**config.mk**
```make
export PLATFORM = sky130hd
export DESIGN_NAME = sensor_sample_fifo
export DESIGN_NICKNAME = d
export VERILOG_FILES = /design/src/rtl/sfifo_pkg.sv /design/src/rtl/sfifo_ptr_ctrl.sv /design/src/rtl/sfifo_store.sv /design/src/rtl/sfifo_flags.sv /design/src/rtl/sfifo_evt_timer.sv /design/src/rtl/sensor_sample_fifo.sv
export SDC_FILE = /design/constraint.sdc
export NUM_CORES = 2
export LEC_CHECK = 0
export ABC_AREA = 1
export BUFFER_PORTS_ARGS = -buffer_cell sky130_fd_sc_hd__buf_4
export CAP_MARGIN = 30
export CORE_MARGIN = 10
export CORE_UTILIZATION = 60
export CTS_CLUSTER_DIAMETER = 60
export DETAILED_ROUTE_END_ITERATION = 10
export MAX_ROUTING_LAYER = met4
export PLACE_DENSITY = 0.78
export SLEW_MARGIN = 20
export SYNTH_ARGS = -nofsm -noshare
export SYNTH_HDL_FRONTEND = slang
export SYNTH_HIERARCHICAL = 1
export SYNTH_SLANG_ARGS = --single-unit
```
**constraint.sdc**
```tcl
create_clock -name clk -period 11.77 [get_ports clk]
set_input_delay 2.354 -clock clk [delete_from_list [all_inputs] [get_ports clk]]
set_output_delay 2.354 -clock clk [all_outputs]
set_load 0.1 [all_outputs]
```
**src/rtl/sfifo_pkg.sv**
```systemverilog
package sfifo_pkg;
  // Operating-mode encoding on the 2-bit mode input.
  localparam logic [1:0] MODE_OFF  = 2'd0;
  localparam logic [1:0] MODE_RING = 2'd1;

  // Field widths of the two report bytes.
  localparam int STAT_CNT_W = 6;
  localparam int EVT_TMR_W  = 5;

  // Map a count onto the 6-bit count field of the status byte.
  function automatic logic [STAT_CNT_W-1:0] cnt_field(input logic [7:0] c);
    return c[STAT_CNT_W-1:0];
  endfunction
endpackage

```
**src/rtl/sfifo_ptr_ctrl.sv**
```systemverilog
module sfifo_ptr_ctrl #(
  parameter int DEPTH = 32,
  localparam int PTR_W = $clog2(DEPTH),
  localparam int CNT_W = $clog2(DEPTH) + 1
) (
  input  logic             clk,
  input  logic             rst,
  input  logic             wr_req,
  input  logic             rd_req,
  input  logic [1:0]       mode,
  output logic [PTR_W-1:0] wr_ptr_q,
  output logic [PTR_W-1:0] rd_ptr_next,
  output logic             wr_fire,
  output logic [CNT_W-1:0] count_q,
  output logic [CNT_W-1:0] count_next,
  output logic             arrive_full
);
  import sfifo_pkg::*;

  logic [PTR_W-1:0] rd_ptr_q, wr_ptr_next;
  logic enabled, ring, full, empty, pop, push, drop_old, grow;

  always_comb begin
    enabled     = (mode != MODE_OFF);
    ring        = (mode == MODE_RING);
    full        = (count_q == CNT_W'(DEPTH));
    empty       = (count_q == '0);
    pop         = enabled && rd_req && !empty;
    push        = enabled && wr_req && (!full || ring);
    drop_old    = push && full && !pop;
    grow        = push && !drop_old;
    arrive_full = enabled && wr_req && full;
    wr_fire     = push;

    if (!enabled) begin
      count_next  = '0;
      rd_ptr_next = '0;
      wr_ptr_next = '0;
    end else begin
      count_next  = count_q + CNT_W'(grow) - CNT_W'(pop);
      rd_ptr_next = (pop || drop_old) ? rd_ptr_q + PTR_W'(1) : rd_ptr_q;
      wr_ptr_next = push ? wr_ptr_q + PTR_W'(1) : wr_ptr_q;
    end
  end

  always_ff @(posedge clk) begin
    if (rst) begin
      count_q  <= '0;
      rd_ptr_q <= '0;
      wr_ptr_q <= '0;
    end else begin
      count_q  <= count_next;
      rd_ptr_q <= rd_ptr_next;
      wr_ptr_q <= wr_ptr_next;
    end
  end

  // the count never leaves its legal range
  p_count_bound_r1: assert property (@(posedge clk) disable iff (rst)
    count_q <= CNT_W'(DEPTH));

  // a circular push into a full buffer keeps it full and moves the read side
  p_ring_full_r3: assert property (@(posedge clk) disable iff (rst)
    (mode == MODE_RING && count_q == CNT_W'(DEPTH) && wr_req && !rd_req)
    |=> (count_q == CNT_W'(DEPTH)) && !$stable(rd_ptr_q));

  // a stop-mode push into a full buffer changes nothing
  p_stop_drop_r4: assert property (@(posedge clk) disable iff (rst)
    (mode[1] && count_q == CNT_W'(DEPTH) && wr_req && !rd_req)
    |=> (count_q == CNT_W'(DEPTH)) && $stable(rd_ptr_q) && $stable(wr_ptr_q));

  // mode 0 empties the buffer
  p_off_flush_r5: assert property (@(posedge clk) disable iff (rst)
    (mode == MODE_OFF) |=> (count_q == '0));

  // a pop on an empty buffer without a push leaves it empty
  p_empty_pop_r11: assert property (@(posedge clk) disable iff (rst)
    (count_q == '0 && !wr_req) |=> (count_q == '0) && $stable(rd_ptr_q));
endmodule

```
**src/rtl/sfifo_store.sv**
```systemverilog
module sfifo_store #(
  parameter int DATA_W = 48,
  parameter int DEPTH  = 32,
  localparam int PTR_W = $clog2(DEPTH)
) (
  input  logic              clk,
  input  logic              rst,
  input  logic              we,
  input  logic [PTR_W-1:0]  waddr,
  input  logic [DATA_W-1:0] wdata,
  input  logic [PTR_W-1:0]  raddr_next,
  output logic [DATA_W-1:0] head_q
);
  logic [DATA_W-1:0] mem [DEPTH];

  // Write port: no reset, so the array can map onto block RAM.
  always_ff @(posedge clk) begin
    if (we) mem[waddr] <= wdata;
  end

  // Registered read at the next head address, with write-first forwarding.
  always_ff @(posedge clk) begin
    if (rst)                              head_q <= '0;
    else if (we && (waddr == raddr_next)) head_q <= wdata;
    else                                  head_q <= mem[raddr_next];
  end
endmodule

```
**src/rtl/sfifo_flags.sv**
```systemverilog
module sfifo_flags #(
  parameter int CNT_W = 6,
  parameter int FULL  = 32
) (
  input  logic             clk,
  input  logic             rst,
  input  logic [1:0]       mode,
  input  logic [5:0]       wmark,
  input  logic [CNT_W-1:0] count_q,
  input  logic [CNT_W-1:0] count_next,
  input  logic             arrive_full,
  output logic             ovf_q,
  output logic             wmf_q,
  output logic             evt_next
);
  localparam int CMP_W = (CNT_W > 6 ? CNT_W : 6) + 1;

  logic [1:0] mode_q;
  logic mode_chg, ovf_next, wmf_next;

  always_comb begin
    mode_chg = (mode != mode_q);
    if (mode_chg || mode == 2'd0 || count_next != CNT_W'(FULL))
      ovf_next = 1'b0;
    else
      ovf_next = ovf_q || arrive_full;
    wmf_next = (wmark != '0) && (CMP_W'(count_next) >= CMP_W'(wmark));
    evt_next = ovf_next || wmf_next;
  end

  always_ff @(posedge clk) begin
    if (rst) begin
      mode_q <= '0;
      ovf_q  <= 1'b0;
      wmf_q  <= 1'b0;
    end else begin
      mode_q <= mode;
      ovf_q  <= ovf_next;
      wmf_q  <= wmf_next;
    end
  end

  // overflow is only ever reported with a full buffer
  p_ovf_full_r8: assert property (@(posedge clk) disable iff (rst)
    ovf_q |-> (count_q == CNT_W'(FULL)));

  // a push arriving at full with the mode unchanged raises overflow
  p_ovf_set_r7: assert property (@(posedge clk) disable iff (rst)
    (arrive_full && !mode_chg && count_next == CNT_W'(FULL)) |=> ovf_q);

  // a zero watermark never raises the watermark flag
  p_wm_zero_r6: assert property (@(posedge clk) disable iff (rst)
    (wmark == '0) |=> !wmf_q);
endmodule

```
**src/rtl/sfifo_evt_timer.sv**
```systemverilog
module sfifo_evt_timer #(
  parameter int TMR_W = 5
) (
  input  logic             clk,
  input  logic             rst,
  input  logic             odr_tick,
  input  logic             evt_next,
  output logic             evt_q,
  output logic [TMR_W-1:0] tmr_q
);
  localparam logic [TMR_W-1:0] TMR_MAX = '1;

  always_ff @(posedge clk) begin
    if (rst) begin
      evt_q <= 1'b0;
      tmr_q <= '0;
    end else begin
      evt_q <= evt_next;
      if (!evt_next || !evt_q)             tmr_q <= '0;
      else if (odr_tick && tmr_q != TMR_MAX) tmr_q <= tmr_q + TMR_W'(1);
    end
  end

  // the timer reads zero whenever no event is pending
  p_tmr_idle_r10: assert property (@(posedge clk) disable iff (rst)
    !evt_q |-> (tmr_q == '0));

  // a tick during a held event leaves a nonzero count
  p_tmr_step_r10: assert property (@(posedge clk) disable iff (rst)
    (evt_q && evt_next && odr_tick) |=> (tmr_q != '0));

  // a saturated timer stays saturated while the event persists
  p_tmr_sat_r10: assert property (@(posedge clk) disable iff (rst)
    (evt_q && evt_next && tmr_q == TMR_MAX) |=> (tmr_q == TMR_MAX));
endmodule

```
**src/rtl/sensor_sample_fifo.sv**
```systemverilog
module sensor_sample_fifo #(
  parameter int DATA_W = 48,
  parameter int DEPTH  = 32
) (
  input  logic              clk,
  input  logic              rst,
  input  logic              smp_valid,
  input  logic [DATA_W-1:0] smp_data,
  input  logic              pop_req,
  input  logic              odr_tick,
  input  logic [1:0]        fifo_mode,
  input  logic [5:0]        wm_level,
  output logic [DATA_W-1:0] head_data,
  output logic [7:0]        status_byte,
  output logic [7:0]        event_byte
);
  import sfifo_pkg::*;

  localparam int PTR_W = $clog2(DEPTH);
  localparam int CNT_W = $clog2(DEPTH) + 1;

  logic [PTR_W-1:0] wr_ptr, rd_ptr_next;
  logic [CNT_W-1:0] count_q, count_next;
  logic wr_fire, arrive_full, ovf_q, wmf_q, evt_next, evt_q;
  logic [EVT_TMR_W-1:0] tmr_q;

  sfifo_ptr_ctrl #(.DEPTH(DEPTH)) u_ptr (
    .clk(clk), .rst(rst), .wr_req(smp_valid), .rd_req(pop_req), .mode(fifo_mode),
    .wr_ptr_q(wr_ptr), .rd_ptr_next(rd_ptr_next), .wr_fire(wr_fire),
    .count_q(count_q), .count_next(count_next), .arrive_full(arrive_full)
  );

  sfifo_store #(.DATA_W(DATA_W), .DEPTH(DEPTH)) u_store (
    .clk(clk), .rst(rst), .we(wr_fire), .waddr(wr_ptr), .wdata(smp_data),
    .raddr_next(rd_ptr_next), .head_q(head_data)
  );

  sfifo_flags #(.CNT_W(CNT_W), .FULL(DEPTH)) u_flags (
    .clk(clk), .rst(rst), .mode(fifo_mode), .wmark(wm_level),
    .count_q(count_q), .count_next(count_next), .arrive_full(arrive_full),
    .ovf_q(ovf_q), .wmf_q(wmf_q), .evt_next(evt_next)
  );

  sfifo_evt_timer #(.TMR_W(EVT_TMR_W)) u_tmr (
    .clk(clk), .rst(rst), .odr_tick(odr_tick), .evt_next(evt_next),
    .evt_q(evt_q), .tmr_q(tmr_q)
  );

  assign status_byte = {ovf_q, wmf_q, cnt_field(8'(count_q))};
  assign event_byte  = {2'b00, evt_q, tmr_q};

  // the event flag tracks the OR of the two status flags
  p_evt_or_r9: assert property (@(posedge clk) disable iff (rst)
    event_byte[5] == (status_byte[7] || status_byte[6]));
endmodule

```
==> results.toml <==
[sta]
drv_slew = 0
setup_slack_ps = 5200
fmax_ghz = 0.152
post-route-min-period_ps = 6570
hold_viol = 0
period_share_pct = 55.8
max_slew_margin_pct = 10.9
tightest_slew_ps = 1340
tns_ps = 0
skew_ps = 24.1
rsz0062_at_grt = "no"
final-setup-viol-count = 0
whs_ps = 501

[clock_network]
clk_pin_slew_ps = 60
cts_resized = 0
h-tree-depth = 4
cts_tree = "done"
postCtsSetupBuffers = 0
cts-root-buf = "clkbuf_16"
cts_buffers = 158
clock_latency_ps = 780
clock_sinks = 1610
clockBufferDepth = 3
ctsHoldBuffers = 0

[grt]
antenna_found_initial = 5
grt_pass1_wl_microns = 268000
grt_pass1_vias = 45100
grt_max_degree = 231
grt_overflow = 0
track_usage_pct = 28.5

[run_status]
status = "completed"

[floorplanning]
rows = 123
start_util_pct = 60.5
die_area_sq_um = 128000
die_x_microns = 357
io_pins = 125
dieHeight_microns = 357
placeableCoreArea_sq_um = 113000

[cells_and_area]
fillers = 7717
multi_input_area_sq_um = 16000
final_area_sq_um = 75900
finalNetCount = 6570
layout-drive-gt1-share_pct = 7.84
area_growth_pct = 11.3
utilization_pct = 67.4
ff_latch_area_sq_um = 47600
final_cells = 8128

[synthesis]
ys_ff_latch = 1610
seq_area_frac_synth_pct = 69.8
synthDistinctLibCells = 37
netlist_instances = 6470
synth-warning-count = 6
avgSynthCellArea_sq_um = 10.5
syn_area_sq_um = 68200

[placed_design]
gp_congestion = 0.825
place_area_sq_um = 70500
pre_cts_ws_ps = 4490
placed_cells = 7824
dp.final_hpwl_microns = 88900
portBuffers = 122

[drt]
post_drt_wl_per_cell_microns = 22.2
detail-route-antenna-nets = 0
drt-total-wl_microns = 181000
viasPerCell = 5.87
dr.pass1.iters = 6
post-route-drc-count = 0
first_iter_violations = 6399
vias = 47700

[worst_setup_path]
rrSetupSlack_ps = 6620
crit_required_ps = 12450
path_max_fanout = 96
crit_type = "input pin to flip-flop"
cp.arrival_ps = 7250
endpoint_kind = "flip-flop"
cp-start-kind = "input pin"

[pwr]
finalPower_mw = 15.6
leakagePower_nw = 31.0
p_per_area_nw_per_um2 = 206
ir_drop_mv = 0.174

[flow_run]
max_cap_viol_count = 0

[hold_path]
min-delay-path-class = "flip-flop to flip-flop"
-- synth_stat cells, drive strengths merged --
| cell type | number | share of area, % |
|---|---|---|
| nor4 | 1 | 0.0092 |
| o211ai | 7 | 0.077 |
| o21bai | 2 | 0.028 |
| nand2 | 2223 | 12 |
| xor2 | 1 | 0.013 |
| nor3 | 7 | 0.051 |
| buf | 295 | 2.2 |
| xnor2 | 4 | 0.051 |
| fa | 1 | 0.029 |
| nand4 | 2 | 0.018 |
| conb | 1 | 0.0055 |
| ha | 18 | 0.33 |
| inv | 833 | 4.6 |
| nand3b | 3 | 0.033 |
| nor2 | 157 | 0.95 |
| clkinv | 1 | 0.0073 |
| o22ai | 4 | 0.037 |
| nand3 | 1087 | 8.0 |
| clkbuf | 56 | 0.31 |
| a21oi | 61 | 0.45 |
| dfxtp | 74 | 2.2 |
| edfxtp | 1536 | 68 |
| o21ai | 96 | 0.70 |
-- cells in the final DEF, fill, tap and decap left out, types with 5 or more instances in the layout --
cell type  netlist  routed
a21oi_1         61      59
buf_12           0       9
buf_16           0      15
buf_4           19     185
bufinv_16        0      13
clkbuf_1        56      35
clkbuf_16        0     162
clkbuf_8         0      14
clkinv_1         0      21
clkinv_2         1      32
clkinv_8         0       5
dfxtp_1         74      74
diode_2          0       5
edfxtp_1      1536    1536
ha_1            18      18
inv_1          827     820
inv_6            0       5
inv_8            0       8
nand2_1       2217    2217
nand3_1       1082    1081
nor2_1         146     114
nor2_2           7       7
nor2_4           3      35
nor3_1           7       7
o211ai_1         7       7
o21ai_0         76      76
o21ai_1         20      20
-- metal layers --
metal  track usage (%)  routed length [microns]  vias up  part of all wire [%]
met1              36.1                    64700    22700                    36
met4              12.8                     8590        0                   4.8
met2              45.0                    85800     3089                    48
li1                  -                        -    21300                     -
met3              4.93                    21400      587                    12
met5                 -                        0        -                     0
-- cell type report --
class	instances	area share, %
diodes	5	0.0165
clock buffers	211	5.77
clock inverters	82	1.11
inverters	834	4.19
flip-flops and latches	1610	62.7
multi-input cells	3676	21.1
well taps	1500	2.47
repair buffers	210	2.63
-- worst max-delay path, cell delays in order --
cell and delay [ps]:
buf_4 130, nor2_4 440, inv_4 120, nand3_4 160, nand2_4 80, nand2_1 80
nand3_2 140, inv_8 450, buf_4 650, buf_4 780, buf_4 870, nand2_1 140
nand2_1 130, nand2_1 60, nand3_1 100, nand3_1 80, nand3_1 130, nand2_1 90
a21oi_1 150
-- sequential cells by signal, summed over array words and instances, names as in the netlist --
signal / cells
u_store/mem: 1536
u_store/head_q: 48
u_ptr/count_q: 6
u_ptr/rd_ptr_q: 5
u_ptr/wr_ptr_q: 5
u_tmr/tmr_q: 5
u_flags/mode_q: 2
u_flags/ovf_q: 1
u_flags/wmf_q: 1
u_tmr/evt_q: 1
-- kinds of logic (layout without fill, tap and decap cells) --
kind of cell    after synthesis  in the layout  synth area share, %
simple gates               3480           3480                 21.4
flops                      1610           1610                 69.8
buf+inv                    1185           1337                 7.09
compound gates              170            170                 1.29
fa+ha+maj                    19             19                0.360
xor+xnor                      5              5               0.0642
other cells                   1              7              0.00550
-- where the power goes --
part / switching (mW) / internal, mW
Clock: 2.14 / 2.92
Combinational: 3.02 / 1.08
Sequential: 0.0635 / 6.38
Total: 5.23 / 10.4
-- worst paths after layout --
| check | depth (start not counted) | to | startpoint |
|---|---|---|---|
| worst min-delay path | 2 | u_tmr/tmr_q[4] | u_tmr/tmr_q[4] |
| worst max-delay path | 19 | u_store/head_q[10] | fifo_mode[0] |
| worst min register to register | 2 | u_tmr/tmr_q[4] | u_tmr/tmr_q[4] |
| worst max register to register | 19 | u_store/head_q[27] | u_ptr/count_q[2] |
Note: power is estimated with default switching activity, not from simulation.
